===== src/rtl/scl_pkg.sv =====
package scl_pkg;
  parameter int WORD_W     = 32;
  parameter int HALF_W     = 16;
  parameter int LINE_WORDS = 8;

  localparam int POS_W  = $clog2(LINE_WORDS);
  localparam int LINE_W = WORD_W * LINE_WORDS;
  localparam int PACK_W = HALF_W * LINE_WORDS;
  localparam int HEAD_W = WORD_W - HALF_W;
  localparam int SIGN_W = HEAD_W + 1;

  typedef struct packed {
    logic              vld;
    logic [POS_W-1:0]  pos;
    logic [HEAD_W-1:0] upper;
  } side_t;

  localparam int SIDE_W = $bits(side_t);
endpackage


===== src/rtl/scl_outlier_finder.sv =====
module scl_outlier_finder
  import scl_pkg::*;
(
  input  logic [LINE_WORDS*SIGN_W-1:0] heads_i,
  output logic [1:0]                   bad_cnt_o,
  output logic [POS_W-1:0]             first_pos_o
);
  // bad_cnt_o: 0 = none, 1 = exactly one, 2 = two or more
  logic [LINE_WORDS-1:0] bad;

  genvar g;
  generate
    for (g = 0; g < LINE_WORDS; g++) begin : g_probe
      logic [SIGN_W-1:0] head;
      assign head   = heads_i[g*SIGN_W +: SIGN_W];
      assign bad[g] = !((head == '0) || (head == '1));
    end
  endgenerate

  always_comb begin
    bad_cnt_o   = 2'd0;
    first_pos_o = '0;
    for (int i = LINE_WORDS - 1; i >= 0; i--) begin
      if (bad[i]) first_pos_o = POS_W'(i);
    end
    for (int i = 0; i < LINE_WORDS; i++) begin
      if (bad[i] && bad_cnt_o != 2'd2) bad_cnt_o = bad_cnt_o + 2'd1;
    end
  end
endmodule


===== src/rtl/scl_compressor.sv =====
module scl_compressor
  import scl_pkg::*;
(
  input  logic              clk,
  input  logic              rst,
  input  logic              valid_i,
  input  logic [LINE_W-1:0] line_i,
  output logic              valid_o,
  output logic              fit_o,
  output logic [PACK_W-1:0] half_o,
  output side_t             side_o
);
  logic [LINE_WORDS*SIGN_W-1:0] heads;
  logic [PACK_W-1:0]            half_n;
  logic [HEAD_W-1:0]            uppers [LINE_WORDS];
  logic [1:0]                   bad_cnt;
  logic [POS_W-1:0]             first_pos;
  side_t                        side_n;

  genvar g;
  generate
    for (g = 0; g < LINE_WORDS; g++) begin : g_slice
      assign heads[g*SIGN_W +: SIGN_W]  = line_i[g*WORD_W + HALF_W - 1 +: SIGN_W];
      assign half_n[g*HALF_W +: HALF_W] = line_i[g*WORD_W +: HALF_W];
      assign uppers[g]                  = line_i[g*WORD_W + HALF_W +: HEAD_W];
    end
  endgenerate

  scl_outlier_finder u_finder (
    .heads_i    (heads),
    .bad_cnt_o  (bad_cnt),
    .first_pos_o(first_pos)
  );

  always_comb begin
    side_n = '0;
    if (bad_cnt == 2'd1) begin
      side_n.vld   = 1'b1;
      side_n.pos   = first_pos;
      side_n.upper = uppers[first_pos];
    end
  end

  always_ff @(posedge clk) begin
    if (rst) begin
      valid_o <= 1'b0;
      fit_o   <= 1'b0;
      half_o  <= '0;
      side_o  <= '0;
    end else begin
      valid_o <= valid_i;
      if (valid_i) begin
        fit_o  <= (bad_cnt != 2'd2);
        half_o <= half_n;
        side_o <= side_n;
      end
    end
  end

  a_r6_valid_follows: assert property (@(posedge clk) disable iff (rst)
    valid_i |=> valid_o);
  a_r3_side_needs_fit: assert property (@(posedge clk) disable iff (rst)
    side_o.vld |-> fit_o);
  a_r2_low_half_kept: assert property (@(posedge clk) disable iff (rst)
    valid_i |=> (half_o[HALF_W-1:0] == $past(line_i[HALF_W-1:0])));
  a_r3_upper_from_line: assert property (@(posedge clk) disable iff (rst)
    (valid_i && !rst) |=> (!side_o.vld || side_o.upper != {HEAD_W{half_o[side_o.pos*HALF_W + HALF_W - 1]}}));
endmodule


===== src/rtl/scl_expander.sv =====
module scl_expander
  import scl_pkg::*;
(
  input  logic              clk,
  input  logic              rst,
  input  logic              valid_i,
  input  logic [PACK_W-1:0] half_i,
  input  side_t             side_i,
  output logic              valid_o,
  output logic [LINE_W-1:0] line_o
);
  logic [LINE_W-1:0] line_n;

  genvar g;
  generate
    for (g = 0; g < LINE_WORDS; g++) begin : g_word
      logic              hit;
      logic [HALF_W-1:0] low;
      assign low = half_i[g*HALF_W +: HALF_W];
      assign hit = side_i.vld && (side_i.pos == POS_W'(g));
      assign line_n[g*WORD_W +: WORD_W] =
        {(hit ? side_i.upper : {HEAD_W{low[HALF_W-1]}}), low};
    end
  endgenerate

  always_ff @(posedge clk) begin
    if (rst) begin
      valid_o <= 1'b0;
      line_o  <= '0;
    end else begin
      valid_o <= valid_i;
      if (valid_i) line_o <= line_n;
    end
  end

  a_r7_valid_follows: assert property (@(posedge clk) disable iff (rst)
    valid_i |=> valid_o);
  a_r7_low_word0: assert property (@(posedge clk) disable iff (rst)
    valid_i |=> (line_o[HALF_W-1:0] == $past(half_i[HALF_W-1:0])));
endmodule


===== src/rtl/scl_packer.sv =====
module scl_packer
  import scl_pkg::*;
(
  input  logic              clk,
  input  logic              rst,
  input  logic              cmp_valid_i,
  input  logic [LINE_W-1:0] line_a_i,
  input  logic [LINE_W-1:0] line_b_i,
  input  logic              dec_valid_i,
  input  logic [PACK_W-1:0] dec_half_i,
  input  logic [SIDE_W-1:0] dec_side_i,
  output logic              cmp_valid_o,
  output logic              fit_a_o,
  output logic              fit_b_o,
  output logic              pair_fit_o,
  output logic [LINE_W-1:0] slot_o,
  output logic [SIDE_W-1:0] side_a_o,
  output logic [SIDE_W-1:0] side_b_o,
  output logic              dec_valid_o,
  output logic [LINE_W-1:0] dec_line_o
);
  localparam int LANES = 2;

  logic [LINE_W-1:0] lines [LANES];
  logic              vld   [LANES];
  logic              fit   [LANES];
  logic [PACK_W-1:0] halves[LANES];
  side_t             sides [LANES];

  assign lines[0] = line_a_i;
  assign lines[1] = line_b_i;

  genvar l;
  generate
    for (l = 0; l < LANES; l++) begin : g_lane
      scl_compressor u_cmp (
        .clk    (clk),
        .rst    (rst),
        .valid_i(cmp_valid_i),
        .line_i (lines[l]),
        .valid_o(vld[l]),
        .fit_o  (fit[l]),
        .half_o (halves[l]),
        .side_o (sides[l])
      );
    end
  endgenerate

  assign cmp_valid_o = vld[0];
  assign fit_a_o     = fit[0];
  assign fit_b_o     = fit[1];
  assign pair_fit_o  = fit[0] & fit[1];
  assign slot_o      = {halves[1], halves[0]};
  assign side_a_o    = sides[0];
  assign side_b_o    = sides[1];

  scl_expander u_exp (
    .clk    (clk),
    .rst    (rst),
    .valid_i(dec_valid_i),
    .half_i (dec_half_i),
    .side_i (side_t'(dec_side_i)),
    .valid_o(dec_valid_o),
    .line_o (dec_line_o)
  );

  a_r6_lanes_agree: assert property (@(posedge clk) disable iff (rst)
    vld[0] == vld[1]);
  a_r5_pair_only_on_update: assert property (@(posedge clk) disable iff (rst)
    $rose(pair_fit_o) |-> $past(cmp_valid_i));
  a_r9_reset_clears: assert property (@(posedge clk)
    $past(rst) |-> (!cmp_valid_o && !dec_valid_o && !pair_fit_o));
endmodule


===== config.mk =====
export PLATFORM = sky130hd
export DESIGN_NAME = scl_packer
export DESIGN_NICKNAME = d
export VERILOG_FILES = /design/src/rtl/scl_pkg.sv /design/src/rtl/scl_outlier_finder.sv /design/src/rtl/scl_compressor.sv /design/src/rtl/scl_expander.sv /design/src/rtl/scl_packer.sv
export SDC_FILE = /design/constraint.sdc
export NUM_CORES = 1
export LEC_CHECK = 0
export ABC_CLOCK_PERIOD_IN_PS = 10450
export BUFFER_PORTS_ARGS = -buffer_cell sky130_fd_sc_hd__buf_4
export CORE_AREA = 2 2 481 483
export CTS_CLUSTER_DIAMETER = 200
export DETAILED_ROUTE_END_ITERATION = 12
export DIE_AREA = 0 0 483 485
export GPL_TIMING_DRIVEN = 1
export SLEW_MARGIN = 0
export SYNTH_ARGS = -nofsm -noshare
export SYNTH_HDL_FRONTEND = slang
export SYNTH_SLANG_ARGS = --single-unit
export TNS_END_PERCENT = 20

===== constraint.sdc =====
create_clock -name clk -period 10.45 [get_ports clk]
set_input_delay 0.5225 -clock clk [delete_from_list [all_inputs] [get_ports clk]]
set_output_delay 0.5225 -clock clk [all_outputs]
set_load 0.005 [all_outputs]

* Word level (Yosys, flattened, before mapping)
Index checks and enable logic that the tools add are counted.
** Storage, ports and cells
- Bits in registers :: 556
- Output and inout bits :: 557
** Operators by class
- Bitwise logic cells :: 3
- $lt $le $gt $ge :: 2
- Add/sub/neg operators :: 14
- Reductions and logical operators :: 69
- Multiplexer cells :: 48
- Equal/unequal tests :: 41
** Operator list (number)
- $eq A17 B17 Y1 const B :: 16
- $logic_not A17 Y1 :: 16
- $mux W16 :: 12
- $bmux W16 S3 :: 2
- $mux W3 :: 16
- $mux W20 :: 2
- $ne A2 B2 Y1 const B :: 16
- $add A2 B1 Y2 const B :: 14
- $mux W2 :: 14
- $logic_and A1 B1 Y1 :: 22
- $logic_or A1 B1 Y1 :: 16
- $logic_not A1 Y1 :: 14
- $eq A3 B3 Y1 const B :: 4
- $ge A4 B4 Y1 const B :: 2
- $not A3 Y4 :: 2
- $eq A3 B2 Y1 const B :: 2
- $eq A2 B1 Y1 const B :: 2
- $eq A3 B1 Y1 const B :: 1
- $logic_not A3 Y1 :: 1
- $mux W1 :: 2
- $and A1 B1 Y1 :: 1

* Longest topological paths before layout
- Depth in word-level cells :: 26
- Gate-level depth with buffers :: 36

* Hierarchy
A second synthesis with hierarchy kept.
** Unflattened totals
- Cell total of the unflattened synthesis :: 2400
- Area, all modules :: 24239.5 um2
** Modules (own cells, without submodules)
- scl_compressor :: cells each 588, sequential area each 3002.9 um2, area an instance 6302.3 um2, times used 2
- scl_expander :: cells each 899, sequential area each 5144.9 um2, area an instance 9419.0 um2, times used 1
- scl_outlier_finder :: cells each 162, sequential area each 0.0 um2, area an instance 1104.8 um2, times used 2
- scl_packer :: cells each 1, sequential area each 0.0 um2, area an instance 6.3 um2, times used 1

* Least setup slack after synthesis
Ideal clock, no wire load.
- Kind :: in2reg
- From :: in line_b_i[29]
- To :: reg g_lane[1].u_cmp.side_o[10] in the netlist's numbering
- Path buffers :: 3
- Cell stages on the path :: 35
- Slack :: 3492 ps
- Data required time :: 10333 ps
- Data arrival time :: 6841 ps
- Cells stage by stage :: nand4_1 > or4_1 > o22ai_1 > ha_1 > nor2b_1 > o221ai_1 > o2111ai_2 > ha_1 > or3_1 > clkbuf_1 > xnor2_1 > ha_1 > inv_1 > o221a_2 > a31o_2 > a31oi_1 > nor2_1 > ha_1 > nor2_1 > xnor2_2 > inv_1 > ha_1 > a221oi_2 > nand2_1 > o21a_1 > ha_1 > a221oi_1 > nand3b_1 > o21ai_0 > o31ai_1 > a21oi_1 > o21a_1 > buf_2 > buf_4 > a22o_1
** On the way
- Longest elaborated chain between the ends :: 26
- Elaborated cells between the ends (all ways) :: 39
** RTL lines
- start: declaration :: RTL line scl_packer.sv:8 : input logic [LINE_W-1:0] line_b_i,
- $eq A17 B17 Y1 or $logic_not A17 Y1 (tied branches) :: RTL line scl_outlier_finder.sv:16 : assign bad[g] = !((head == '0) || (head == '1));
- $logic_or A1 B1 Y1 (*) :: RTL line scl_outlier_finder.sv:16
- parallel branches: the longest is 23 deep, another holds $add A2 B1 Y2
- $mux W20 (*) :: RTL line scl_compressor.sv:37 : if (bad_cnt == 2'd1) begin
- end signal: assignment :: RTL line scl_compressor.sv:55 : side_o <= side_n;
- end: declaration :: RTL line scl_compressor.sv:11 : output side_t side_o
Every way passes the cells marked *. The select of a mux whose other input is x is not followed.
A chain may end at the register's enable or synchronous reset.

* Worst setup path in the final report
- From :: in line_b_i[29]
- To :: reg g_lane[1].u_cmp.side_o[17] in the netlist's numbering
Same word-level chain as after synthesis.

==> metrics.txt <==
initial detailed-routing violation count=2326; Slew Viols, Final=0; Mapped Area=24500 sq um; Worst Setup Slack, final=about 2.7 ns; TNS Setup=0 ns; Finished Core Util=18.1%; worst hold path type=in2reg; Main synth FF type=dfxtp_1; number of synthesized flops with an enable pin=0; Rows=roughly 180; Worst setup startpoint=line_b_i[29]; Mapped Avg Cell Area=approximately 9.0 sq um; Hold Vio Cnt, Final=0; Max-Cap Viols=0; worst r2r path cells=2; die width=483 um; # IOs=1221; via/cell ratio=about 3.8; HPWL after DPL=135 mm; flop-to-flop setup slack=9.54 ns; vias in the first global route=26820; fin crit share=74.4%; # H-tree levels=3; Worst slew margin=between 10% and 20%; async set-reset flop share out of synthesis=0%; Yosys warnings=0; Leakage=17.7 nW; DP Worst Slack=about 2.1 ns; slowest stage delay, CP=0.63 ns; Hold Path Cell Cnt=3; Setup crit start kind=input port; VDD IR max=between 0.0001 and 0.00015 V; WL per Instance=23.2 um; largest net degree at the start of global routing=212; cell count after synthesis=2726; reg2reg start=g_lane[1].u_cmp.half_o[27]; hold path startpoint=line_b_i[34]; Final nets=4698; sequential-to-total area share from yosys stat=a little under half; CTS Buf Count=70; CP Class=in2reg; Worst EP required=11.05 ns; Yosys reg bits=556; slowest cell on the critical path=o21a_1; worst hold slack=0.0875 ns; total grt overflow=0; final setup violation count=0; clk_skew=0 ns; share of cells above drive strength 1=34.8%; CTS tree=yes; PD cells=142 nW/um^2; Die Y-Extent=485 um; Synth cell types=61; clk sinks=between 500 and 600; critical path's most frequent cell=ha_1; critical path endpoint=g_lane[1].u_cmp.side_o[17]; Max Clk Rate=0.129 GHz; Total Power=5.87 mW; worst flop-to-flop path endpoint=g_lane[1].u_cmp.half_o[27]; Core Region=229000 sq um; initial antenna violation count=30; crit path capture type=flip-flop; first-pass GRT wire length=223 mm; Slew @ Worst Pin=1.30 ns; Initial Util=10.7%; CTS root buf=clkbuf_16; crit path max fanout=18; post-cts sizing count=0; unrepaired setup endpoints after global routing=false; dpl cells=6762; Final GP Congestion=0.967; Die ar.=234000 sq um; vias=~27000; GR Util All Layers=13.5%; status=finished clean; Clk Latency, worst-skew pair=0.68 ns; Arr. time, crit path=8.37 ns; Clock Path Buffers=3; total wire length=around 170 mm; Residual DRC=0; Placed Instance Area=36900 sq um; final cell count without fillers=7128; antenna-violating nets left=0; Finished Cell Area=41500 sq um; Reg clk slew, reported paths=~0.060 ns; area grow syn2layout=69.0%; drt pass-1 iters=6; syn nets=3406; Tmin final=7.78 ns; I/O Buffers=1220
## synthesized netlist by cell type (all sizes together), types with 4 or more instances
cell type,instances,area [sq um]
or3,5,31.3
ha,16,200
o31ai,5,42.5
dfxtp,556,11100
xnor2,4,50.1
o221ai,65,569
mux2,32,360
nor3,22,115
inv,16,60.1
a31oi,100,626
a211oi,132,991
a22oi,24,180
and2,18,113
a221oi,7,80.1
or2,5,31.3
and4,9,78.8
nand2b,5,31.3
buf,68,263
or4,5,37.5
nand4,70,438
o21ai,29,145
nand2,108,405
mux2i,387,3870
a21oi,67,335
nor2,574,2150
a21boi,7,52.6
clkbuf,175,662
nand3,68,340
o21a,6,45.0
a41oi,32,280
nor2b,7,43.8
nor4,57,357
a22o,21,184
## worst min path at each step
stage	to	slack (ns)
6_report	g_lane[1].u_cmp.half_o[18]	0.09
2_1_floorplan	g_lane[0].u_cmp.side_o[17]	0.44
3_5_place_dp	g_lane[0].u_cmp.side_o[19]	0.44
5_1_grt	g_lane[0].u_cmp.half_o[100]	0.03
3_3_place_gp	g_lane[0].u_cmp.side_o[11]	0.44
4_1_cts	u_exp.line_o[231]	0.00001
## layout make-up
type	count	area, sq um
tap	3026	3790
clock inverter	29	364
fill	25384	188000
timing repair buffer	1463	11600
sequential	556	11100
inverter	16	60.1
multi-input combinational	1911	12500
antenna	31	77.6
clock buffer	96	2010
## cells in the final DEF (no fill, tap or decap), types with 15 or more instances in the layout
cell	Yosys	layout
a211oi_1	132	132
a21oi_1	67	66
a22o_1	21	21
a22oi_1	24	24
a31oi_1	100	99
a41oi_1	32	32
and2_1	18	17
buf_4	1	1248
clkbuf_16	0	71
dfxtp_1	556	556
diode_2	0	31
dlygate4sd3_1	0	210
ha_1	16	16
mux2_1	15	15
mux2_2	17	17
mux2i_1	387	387
nand2_1	108	108
nand3_1	68	68
nand4_1	70	70
nor2_1	574	571
nor3_1	21	20
nor4_1	57	57
o21ai_1	24	22
o221ai_1	65	65
## logic make-up (layout without fill, tap and decap cells)
| group | count (synthesis) | after routing | share of synthesized area [%] |
|---|---|---|---|
| multiplexers | 419 | 419 | 17.3 |
| buffers and inverters | 259 | 1604 | 4.01 |
| flip-flops | 556 | 556 | 45.4 |
| adder cells (fa/ha/maj) | 16 | 16 | 0.816 |
| AND/OR/NAND/NOR | 959 | 959 | 17.2 |
| XOR/XNOR | 9 | 9 | 0.510 |
| other | 0 | 31 | 0 |
| AO/OA/AOI/OAI | 508 | 508 | 14.9 |
## repair_timing
action | in CTS | in global routing
hold endpoints to repair | 210 | 0
hold buffers | 210 | 0
setup buffers | 0 | 0
## worst max-delay path, delay by kind of cell
kind	cells	cell delay, ns
XOR/XNOR	2	0.40
adder cells (fa/ha/maj)	6	1.40
buffers and inverters	3	0.22
AO/OA/AOI/OAI	13	3.86
AND/OR/NAND/NOR	9	1.98
## sequential cells by signal, summed over array words and instances, names as in the netlist
name                  count
g_lane.u_cmp.half_o     256
u_exp.line_o            256
g_lane.u_cmp.side_o      40
g_lane.u_cmp.fit_o        2
g_lane.u_cmp.valid_o      1
u_exp.valid_o             1
## power breakdown
group / internal, mW / total (mW) / switching (mW)
logic: 0.503 / 1.00 / 0.497
registers: 2.25 / 2.32 / 0.0783
clock network: 1.48 / 2.55 / 1.07
## metal layers
layer  GRT usage (%)  wire, um  up-vias
met2            22.1     76800     1543
met3            6.45     20300      279
met5               0       108        -
met1            14.1     58400    12989
met4            7.61      9980       16
li1                -         -    12552
Note: power is estimated with default switching activity, not from simulation.
